`config.mk`:
```
export PLATFORM = sky130hd
export DESIGN_NAME = frame_lock_guard
export DESIGN_NICKNAME = d
export VERILOG_FILES = /design/src/rtl/flg_pkg.sv /design/src/rtl/edge_sync.sv /design/src/rtl/phase_tracker.sv /design/src/rtl/lock_ctrl.sv /design/src/rtl/recover_timer.sv /design/src/rtl/frame_lock_guard.sv
export SDC_FILE = /design/constraint.sdc
export NUM_CORES = 1
export LEC_CHECK = 0
export ABC_CLOCK_PERIOD_IN_PS = 4100
export BUFFER_PORTS_ARGS = -buffer_cell sky130_fd_sc_hd__clkbuf_2
export CAP_MARGIN = 20
export CORE_MARGIN = 1.5
export CORE_UTILIZATION = 55
export CTS_BUF_LIST = sky130_fd_sc_hd__clkbuf_8
export CTS_CLUSTER_SIZE = 24
export DETAILED_ROUTE_END_ITERATION = 12
export GPL_TIMING_DRIVEN = 0
export PLACE_DENSITY = 0.82
export REMOVE_ABC_BUFFERS = 1
export SYNTH_ARGS = -nofsm -noshare
export SYNTH_HDL_FRONTEND = slang
export SYNTH_SLANG_ARGS = --single-unit
export TNS_END_PERCENT = 5
```
`constraint.sdc`:
```
create_clock -name clk -period 4.1 [get_ports clk]
set_clock_uncertainty 0.05 [all_clocks]
set_input_delay 0.82 -clock clk [delete_from_list [all_inputs] [get_ports clk]]
set_output_delay 0.82 -clock clk [all_outputs]
set_load 0.05 [all_outputs]
```
`src/rtl/flg_pkg.sv`:
```
// Shared helpers for the frame-clock lock guard.
// Assumes: used only in constant (elaboration-time) expressions.
package flg_pkg;

    // Largest of three counts, used to size the recovery timers.
    function automatic int max3(input int a, input int b, input int c);
        int m;
        m = (a > b) ? a : b;
        return (m > c) ? m : c;
    endfunction

endpackage

```
`src/rtl/edge_sync.sv`:
```
// Brings one asynchronous clock-like input into the clk domain through two
// flops and flags its rising edge for one cycle.
// Assumes: the input is low while reset is held, and each level lasts at least
// two clk cycles.
module edge_sync (
    input  logic clk,
    input  logic rst_n,
    input  logic async_in,
    output logic rise
);
    logic meta_q, sync_q, last_q;

    // Two-flop synchronizer followed by a history flop for edge detection.
    always_ff @(posedge clk) begin
        if (!rst_n) begin
            meta_q <= 1'b0;
            sync_q <= 1'b0;
            last_q <= 1'b0;
        end else begin
            meta_q <= async_in;
            sync_q <= meta_q;
            last_q <= sync_q;
        end
    end

    // Rising edge seen in the synchronized level.
    assign rise = sync_q & ~last_q;
endmodule

```
`src/rtl/phase_tracker.sv`:
```
// Counts bit-clock edges modulo the frame length. At each frame tick it
// compares the count with the one latched at the previous tick and reports
// the wraparound distance in bit clocks.
// Assumes: BITS_PER_FRAME is a power of two, so the counter wraps naturally.
module phase_tracker #(
    parameter int BITS_PER_FRAME = 64,
    localparam int CW = $clog2(BITS_PER_FRAME)
) (
    input  logic          clk,
    input  logic          rst_n,
    input  logic          bit_rise,
    input  logic          frame_tick,
    output logic          drift_valid,
    output logic [CW-1:0] drift
);
    localparam logic [CW:0] HALF = (CW+1)'(BITS_PER_FRAME / 2);

    logic [CW-1:0] bit_cnt, prev_cnt, diff;
    logic          have_prev;

    // Free-running bit-clock counter in the master domain.
    always_ff @(posedge clk) begin
        if (!rst_n)        bit_cnt <= '0;
        else if (bit_rise) bit_cnt <= bit_cnt + 1'b1;
    end

    // Latch the count of the current frame for comparison at the next one.
    always_ff @(posedge clk) begin
        if (!rst_n) begin
            prev_cnt  <= '0;
            have_prev <= 1'b0;
        end else if (frame_tick) begin
            prev_cnt  <= bit_cnt;
            have_prev <= 1'b1;
        end
    end

    // Shortest distance around the frame circle between the two counts.
    always_comb begin
        diff  = bit_cnt - prev_cnt;
        drift = ({1'b0, diff} > HALF) ? (~diff + 1'b1) : diff;
    end

    assign drift_valid = frame_tick & have_prev;

    // a wraparound distance never exceeds half a frame.
    a_r5_drift_within_half: assert property (@(posedge clk) disable iff (!rst_n)
        drift_valid |-> ({1'b0, drift} <= HALF));
endmodule

```
`src/rtl/lock_ctrl.sv`:
```
// Lock decision. A large phase step drops lock. Two good frames in a row
// restore it and raise a one-cycle relock pulse.
// Assumes: drift_valid is only high on a frame tick.
module lock_ctrl #(
    parameter int CW        = 6,
    parameter int LOSS_BITS = 6,
    parameter int OK_BITS   = 5
) (
    input  logic          clk,
    input  logic          rst_n,
    input  logic          drift_valid,
    input  logic [CW-1:0] drift,
    output logic          locked,
    output logic          locked_nxt,
    output logic          relock
);
    localparam logic [CW-1:0] LOSS_T = CW'(LOSS_BITS);
    localparam logic [CW-1:0] OK_T   = CW'(OK_BITS);

    logic one_good, one_good_nxt;

    // Next lock state from the phase step measured on this tick.
    always_comb begin
        locked_nxt   = locked;
        one_good_nxt = one_good;
        relock       = 1'b0;
        if (drift_valid) begin
            if (locked) begin
                if (drift >= LOSS_T) begin
                    locked_nxt   = 1'b0;
                    one_good_nxt = 1'b0;
                end
            end else if (drift <= OK_T) begin
                if (one_good) begin
                    locked_nxt   = 1'b1;
                    relock       = 1'b1;
                    one_good_nxt = 1'b0;
                end else begin
                    one_good_nxt = 1'b1;
                end
            end else begin
                one_good_nxt = 1'b0;
            end
        end
    end

    // Lock state registers; the block starts out locked.
    always_ff @(posedge clk) begin
        if (!rst_n) begin
            locked   <= 1'b1;
            one_good <= 1'b0;
        end else begin
            locked   <= locked_nxt;
            one_good <= one_good_nxt;
        end
    end

    // a large step while locked drops lock.
    a_r4_step_drops_lock: assert property (@(posedge clk) disable iff (!rst_n)
        (drift_valid && locked && drift >= LOSS_T) |=> !locked);
    // a single good frame is not enough to relock.
    a_r6_single_frame_no_relock: assert property (@(posedge clk) disable iff (!rst_n)
        (drift_valid && !locked && !one_good) |=> !locked);
    // a bad frame while unlocked restarts the good-frame count.
    a_r6_bad_frame_restarts: assert property (@(posedge clk) disable iff (!rst_n)
        (drift_valid && !locked && drift > OK_T) |=> (!locked && !one_good));
endmodule

```
`src/rtl/recover_timer.sv`:
```
// Frame-count mute timer for one output path. It is loaded with HOLD_FR at
// reset and with RECOV_FR on relock, counts down on locked frame ticks, and
// reports whether the path must be muted at the current tick.
// Assumes: relock is only high on a frame tick.
module recover_timer #(
    parameter int HOLD_FR  = 4096,
    parameter int RECOV_FR = 22,
    parameter int WW       = 13
) (
    input  logic clk,
    input  logic rst_n,
    input  logic frame_tick,
    input  logic locked_nxt,
    input  logic relock,
    output logic mute_nxt
);
    localparam logic [WW-1:0] HOLD_T  = WW'(HOLD_FR);
    localparam logic [WW-1:0] RECOV_T = WW'(RECOV_FR);

    logic [WW-1:0] remain, remain_nxt;

    // Reload on relock, otherwise count down one per locked frame.
    always_comb begin
        remain_nxt = remain;
        if (frame_tick) begin
            if (relock)                          remain_nxt = RECOV_T;
            else if (locked_nxt && remain != '0) remain_nxt = remain - 1'b1;
        end
        mute_nxt = !locked_nxt || (remain_nxt != '0);
    end

    // Frames left before this path may carry data again.
    always_ff @(posedge clk) begin
        if (!rst_n) remain <= HOLD_T;
        else        remain <= remain_nxt;
    end

    // right after a relock the path is still waiting.
    a_r7_wait_after_relock: assert property (@(posedge clk) disable iff (!rst_n)
        (frame_tick && relock) |=> (remain != '0));
endmodule

```
`src/rtl/frame_lock_guard.sv`:
```
// Top level. It synchronizes the bit and frame clocks, tracks the frame phase,
// decides lock, and gates the playback and capture words to zero on frame
// boundaries while lock is missing or a recovery wait is running.
// Assumes: clk is several times faster than the bit clock; BITS_PER_FRAME is a
// power of two.
module frame_lock_guard #(
    parameter int SAMPLE_W       = 24,
    parameter int BITS_PER_FRAME = 64,
    parameter int LOSS_BITS      = 6,
    parameter int OK_BITS        = 5,
    parameter int PLAY_RECOV     = 22,
    parameter int CAP_RECOV      = 32,
    parameter int RST_HOLD       = 4096
) (
    input  logic                clk,
    input  logic                rst_n,
    input  logic                bclk_in,
    input  logic                fclk_in,
    input  logic [SAMPLE_W-1:0] play_in,
    input  logic [SAMPLE_W-1:0] cap_in,
    output logic [SAMPLE_W-1:0] play_out,
    output logic [SAMPLE_W-1:0] cap_out,
    output logic                locked
);
    localparam int CW = $clog2(BITS_PER_FRAME);
    localparam int WW = $clog2(flg_pkg::max3(RST_HOLD, PLAY_RECOV, CAP_RECOV) + 1);

    logic          bit_rise, frame_tick, drift_valid, locked_nxt, relock;
    logic          play_mute, cap_mute;
    logic [CW-1:0] drift;

    edge_sync u_bclk_sync (.clk(clk), .rst_n(rst_n), .async_in(bclk_in), .rise(bit_rise));
    edge_sync u_fclk_sync (.clk(clk), .rst_n(rst_n), .async_in(fclk_in), .rise(frame_tick));

    phase_tracker #(.BITS_PER_FRAME(BITS_PER_FRAME)) u_phase (
        .clk(clk), .rst_n(rst_n), .bit_rise(bit_rise), .frame_tick(frame_tick),
        .drift_valid(drift_valid), .drift(drift)
    );

    lock_ctrl #(.CW(CW), .LOSS_BITS(LOSS_BITS), .OK_BITS(OK_BITS)) u_lock (
        .clk(clk), .rst_n(rst_n), .drift_valid(drift_valid), .drift(drift),
        .locked(locked), .locked_nxt(locked_nxt), .relock(relock)
    );

    recover_timer #(.HOLD_FR(RST_HOLD), .RECOV_FR(PLAY_RECOV), .WW(WW)) u_play_tmr (
        .clk(clk), .rst_n(rst_n), .frame_tick(frame_tick), .locked_nxt(locked_nxt),
        .relock(relock), .mute_nxt(play_mute)
    );

    recover_timer #(.HOLD_FR(RST_HOLD), .RECOV_FR(CAP_RECOV), .WW(WW)) u_cap_tmr (
        .clk(clk), .rst_n(rst_n), .frame_tick(frame_tick), .locked_nxt(locked_nxt),
        .relock(relock), .mute_nxt(cap_mute)
    );

    // Update both output words only on a frame boundary, zero when muted.
    always_ff @(posedge clk) begin
        if (!rst_n) begin
            play_out <= '0;
            cap_out  <= '0;
        end else if (frame_tick) begin
            play_out <= play_mute ? '0 : play_in;
            cap_out  <= cap_mute  ? '0 : cap_in;
        end
    end

    // without lock both paths carry the zero code.
    a_r4_zero_while_unlocked: assert property (@(posedge clk) disable iff (!rst_n)
        !locked |-> (play_out == '0 && cap_out == '0));
    // outside a frame tick the outputs hold their words.
    a_r8_hold_between_ticks: assert property (@(posedge clk) disable iff (!rst_n)
        !frame_tick |=> ($stable(play_out) && $stable(cap_out)));
endmodule

```
==> impl_metrics.env <==
export IMPL_design_die_area_mm2=0.00805
export IMPL_slew_limit_headroom=0.586
export IMPL_drt_wl_total_um=9290
export IMPL_synth_sequential_area_ratio=0.460
export IMPL_pre_cts_ws_ps=-516
export IMPL_drv_max_cap_violation_count=0
export IMPL_globalplace_congestion=0.808
export IMPL_tightestPinTransition_ps=614
export IMPL_power_frac_comb=0.119
export IMPL_path_class="reg2reg"
export IMPL_htree_num_levels=3
export IMPL_worst_vdd_rail_ir_drop_v=0.000292
export IMPL_grt_use_total=0.247
export IMPL_required_ps=4300
export IMPL_final_setup_tns_ps=0
export IMPL_detailedPlacementHpwl_um=6320
export IMPL_arrival_ps=4130
export IMPL_yosysUniqueCellTypes=60
export IMPL_final_nets=597
export IMPL_floorplan_initialDensity=0.570
export IMPL_power_density_mw_per_mm2=364
export IMPL_drt_drc_violations_left=0
export IMPL_grt_setup_unrepaired="yes"
export IMPL_timing_final_max_slew_violations=0
export IMPL_synth_ff_type="sky130_fd_sc_hd__dfxtp_1"
export IMPL_hold_path_class="reg2reg"
export IMPL_detailedRoute_firstPassIterationCount=5
export IMPL_achievable_frequency_mhz=255
export IMPL_worst_skew_pair_late_latency_ps=360
export IMPL_tritoncts_num_buffers=9
export IMPL_die_w_um=89.7
export IMPL_clock_tree_from_tritoncts="yes"
export IMPL_run_status="complete, no violations"
export IMPL_netlist_instances=429
export IMPL_coreArea_mm2=0.00725
export IMPL_clk_transition_reported_paths_ps=90
export IMPL_avgRoutedWirePerCell_um=14.6
export IMPL_placement_io_buffers=100
export IMPL_i_o_pins=101
export IMPL_cts_stage_hold_buffer_count=0
export IMPL_via_count_of_the_first_global_routing_pass=3353
export IMPL_drive_gt1_frac=0.275
export IMPL_vias_per_cell=5.62
export IMPL_floorplan_die_height_um=89.7
export IMPL_wire_length_of_the_first_global_routing_pass_um=15300
export IMPL_overall_via_count_from_detail_route=3586
export IMPL_critPathLaunchType="flop"
export IMPL_power_net_switching_uw=483
export IMPL_min_period_ps=3920
export IMPL_post_synth_top_area_cell="sky130_fd_sc_hd__dfxtp_1"
export IMPL_ff2ff_setup_slack_ps=180
export IMPL_drt_antenna_violating_nets=0
export IMPL_rows=31
export IMPL_antenna_cells=0
export IMPL_share_seq_of_total_power=0.528
export IMPL_top_cells_by_area_in_the_synthesized_netlist="sky130_fd_sc_hd__dfxtp_1 (46%), sky130_fd_sc_hd__a22o_1 (10%), sky130_fd_sc_hd__nor2_1 (3.8%)"
export IMPL_ys_warn_count=0
export IMPL_finalSetupViolCount=0
export IMPL_pwr_share_clk=0.353
export IMPL_final_critical_path_setup_slack_ps=177
export IMPL_area_share_of_the_largest_cell_type_after_synthesis=0.460
export IMPL_grt_antenna_before_repair=0
export IMPL_grt_max_degree=43
export IMPL_final_hold_viol_count=0
export IMPL_synthesis_area_per_instance_um2=9.64
export IMPL_cts_root_buf="sky130_fd_sc_hd__clkbuf_8"
export IMPL_end_kind="flop"
export IMPL_number_of_enable_type_register_cells_in_the_synthesized_netlist=0
export IMPL_crit_fanout=12
export IMPL_power_internal_uw=1350
export IMPL_power_switching_fraction=0.263
export IMPL_initialDrtViolationCount=146
export IMPL_core_occupancy_in_the_finished_layout=0.696
export IMPL_cts_buffer_depth=2
export IMPL_filler_cell_count=534
export IMPL_total_congestion_overflow_after_global_routing=0
export IMPL_syn_to_final_growth_pct=22.2
export IMPL_total_leakage_power_uw=0.00215
export IMPL_synth_async_sr_flop_share=0
export IMPL_finalCritPeriodShare=0.957
export IMPL_clock_sinks=95
export IMPL_postSynthRegisterBits=95
export IMPL_post_synth_instance_area_mm2=0.00413
[synth_stat cells, types with 2 or more instances]
library cell / n
sky130_fd_sc_hd__buf_6: 2
sky130_fd_sc_hd__nand4b_1: 2
sky130_fd_sc_hd__a21o_1: 3
sky130_fd_sc_hd__o21ai_1: 4
sky130_fd_sc_hd__a31oi_1: 4
sky130_fd_sc_hd__nand3_1: 8
sky130_fd_sc_hd__clkbuf_1: 12
sky130_fd_sc_hd__nor2b_1: 3
sky130_fd_sc_hd__a21oi_1: 12
sky130_fd_sc_hd__xnor2_1: 12
sky130_fd_sc_hd__nor3_1: 14
sky130_fd_sc_hd__buf_4: 2
sky130_fd_sc_hd__dfxtp_1: 95
sky130_fd_sc_hd__a311oi_1: 2
sky130_fd_sc_hd__nor4b_1: 2
sky130_fd_sc_hd__mux2i_1: 3
sky130_fd_sc_hd__o21a_1: 2
sky130_fd_sc_hd__a21boi_0: 5
sky130_fd_sc_hd__ha_1: 10
sky130_fd_sc_hd__a21oi_2: 2
sky130_fd_sc_hd__inv_1: 14
sky130_fd_sc_hd__nor3b_1: 2
sky130_fd_sc_hd__o31ai_1: 2
sky130_fd_sc_hd__nand2_1: 39
sky130_fd_sc_hd__o21ai_0: 7
sky130_fd_sc_hd__and2_1: 9
sky130_fd_sc_hd__nor4_1: 3
sky130_fd_sc_hd__xor2_1: 18
sky130_fd_sc_hd__nand4_1: 8
sky130_fd_sc_hd__a22o_1: 48
sky130_fd_sc_hd__nor2_1: 42
sky130_fd_sc_hd__o311ai_0: 2
sky130_fd_sc_hd__or3_1: 3
sky130_fd_sc_hd__nand2b_1: 6
sky130_fd_sc_hd__nor2_2: 2
[area by class of cell]
type / count / area, um2 / area share
multi-input cells: 304 / 2150 / 0.427
well taps: 99 / 124 / 0.0245
flip-flops and latches: 95 / 1900 / 0.377
clock inverters: 5 / 62.6 / 0.0124
repair buffers: 110 / 604 / 0.120
inverters: 14 / 52.6 / 0.0104
clock buffers: 11 / 151 / 0.0300
[layer usage]
metal | vias up | GRT usage | share of wire
li1 | 1753 | - | -
met1 | 1690 | 0.312 | 0.43
met2 | 125 | 0.402 | 0.49
met3 | 18 | 0.0594 | 0.058
met4 | 0 | 0.109 | 0.021
met5 | - | 0 | 0
[critical path: stages, from the launching register on]
cell	delay, ps
sky130_fd_sc_hd__dfxtp_1	370
sky130_fd_sc_hd__inv_1	70
sky130_fd_sc_hd__ha_1	140
sky130_fd_sc_hd__inv_1	50
sky130_fd_sc_hd__fa_2	370
sky130_fd_sc_hd__a21o_1	200
sky130_fd_sc_hd__a21oi_2	170
sky130_fd_sc_hd__xor2_2	220
sky130_fd_sc_hd__nand2_1	90
sky130_fd_sc_hd__o32ai_2	290
sky130_fd_sc_hd__nand4_1	240
sky130_fd_sc_hd__a21boi_4	230
sky130_fd_sc_hd__or4_1	530
sky130_fd_sc_hd__nand4b_1	280
sky130_fd_sc_hd__a221oi_4	130
sky130_fd_sc_hd__buf_12	170
sky130_fd_sc_hd__a22o_1	200
[cell families (layout without fill, tap and decap cells)]
| group | after synthesis | after routing | share of synthesized area |
|---|---|---|---|
| AND/OR/NAND/NOR | 149 | 149 | 0.175 |
| AO/OA/AOI/OAI | 107 | 108 | 0.213 |
| flip-flops | 95 | 95 | 0.460 |
| XOR/XNOR | 31 | 31 | 0.0675 |
| buffers and inverters | 31 | 140 | 0.0339 |
| adder cells (fa/ha/maj) | 12 | 12 | 0.0375 |
| multiplexers | 4 | 4 | 0.0127 |
[worst paths after layout]
check	start	to	cells past startpoint
max	u_phase.bit_cnt[0]	play_out[21]	16
min	u_fclk_sync.meta_q	u_fclk_sync.sync_q	1
max reg2reg	u_phase.bit_cnt[0]	play_out[21]	16
min reg2reg	u_fclk_sync.meta_q	u_fclk_sync.sync_q	1
[cells in the final DEF (no fill, tap or decap), types with 3 or more instances in the layout]
master,instances
sky130_fd_sc_hd__buf_4,7
sky130_fd_sc_hd__ha_1,10
sky130_fd_sc_hd__nor2_1,41
sky130_fd_sc_hd__nand2b_1,6
sky130_fd_sc_hd__clkbuf_2,100
sky130_fd_sc_hd__clkbuf_8,11
sky130_fd_sc_hd__xnor2_1,11
sky130_fd_sc_hd__o21ai_0,7
sky130_fd_sc_hd__nand3_1,8
sky130_fd_sc_hd__xor2_1,18
sky130_fd_sc_hd__mux2i_1,3
sky130_fd_sc_hd__inv_1,14
sky130_fd_sc_hd__nor2b_1,3
sky130_fd_sc_hd__and2_1,9
sky130_fd_sc_hd__a21oi_1,12
sky130_fd_sc_hd__a31oi_1,4
sky130_fd_sc_hd__nand2_1,38
sky130_fd_sc_hd__dfxtp_1,95
sky130_fd_sc_hd__a21o_1,3
sky130_fd_sc_hd__or3_1,3
sky130_fd_sc_hd__nor3_1,14
sky130_fd_sc_hd__a22o_1,48
sky130_fd_sc_hd__nand4_1,8
sky130_fd_sc_hd__a21boi_0,5
sky130_fd_sc_hd__o21ai_1,4
[what timing repair did]
item,4_1_cts,5_1_grt
pin swaps,3,3
gates cloned,1,0
buffers inserted,5,2
endpoints found under the setup margin,48,48
resized for setup,3,4
[metrics by stage]
| step | instances | total power [uW] | instance area (um2) | hold slack [ps] |
|---|---|---|---|---|
| after floorplan | 412 | 1130 | 4050 | 362 |
| after global placement | 611 | 1190 | 4670 | 364 |
| after detailed placement | 613 | 1200 | 4710 | 374 |
| after CTS | 635 | 1840 | 5010 | 387 |
| after global routing | 638 | 1920 | 5050 | 407 |
| final | 638 | 1840 | 5050 | 390 |
[power groups by stage]
stage | Sequential, uW | Clock, uW | Combinational (uW)
6_report | 970 | 648 | 219
5_1_grt | 975 | 699 | 244
4_1_cts | 970 | 655 | 215
2_1_floorplan | 990 | 0 | 141
3_5_place_dp | 991 | 0 | 206
3_3_place_gp | 989 | 0 | 196
[flip-flops by register name (all words and copies together) (netlist names)]
signal / flops
cap_out: 24
play_out: 24
u_cap_tmr.remain: 13
u_play_tmr.remain: 13
u_phase.bit_cnt: 6
u_phase.prev_cnt: 6
u_bclk_sync.last_q: 1
u_bclk_sync.meta_q: 1
u_bclk_sync.sync_q: 1
u_fclk_sync.last_q: 1
u_fclk_sync.meta_q: 1
u_fclk_sync.sync_q: 1
u_lock.locked: 1
u_lock.one_good: 1
u_phase.have_prev: 1
(Power assumes the default switching activity.)
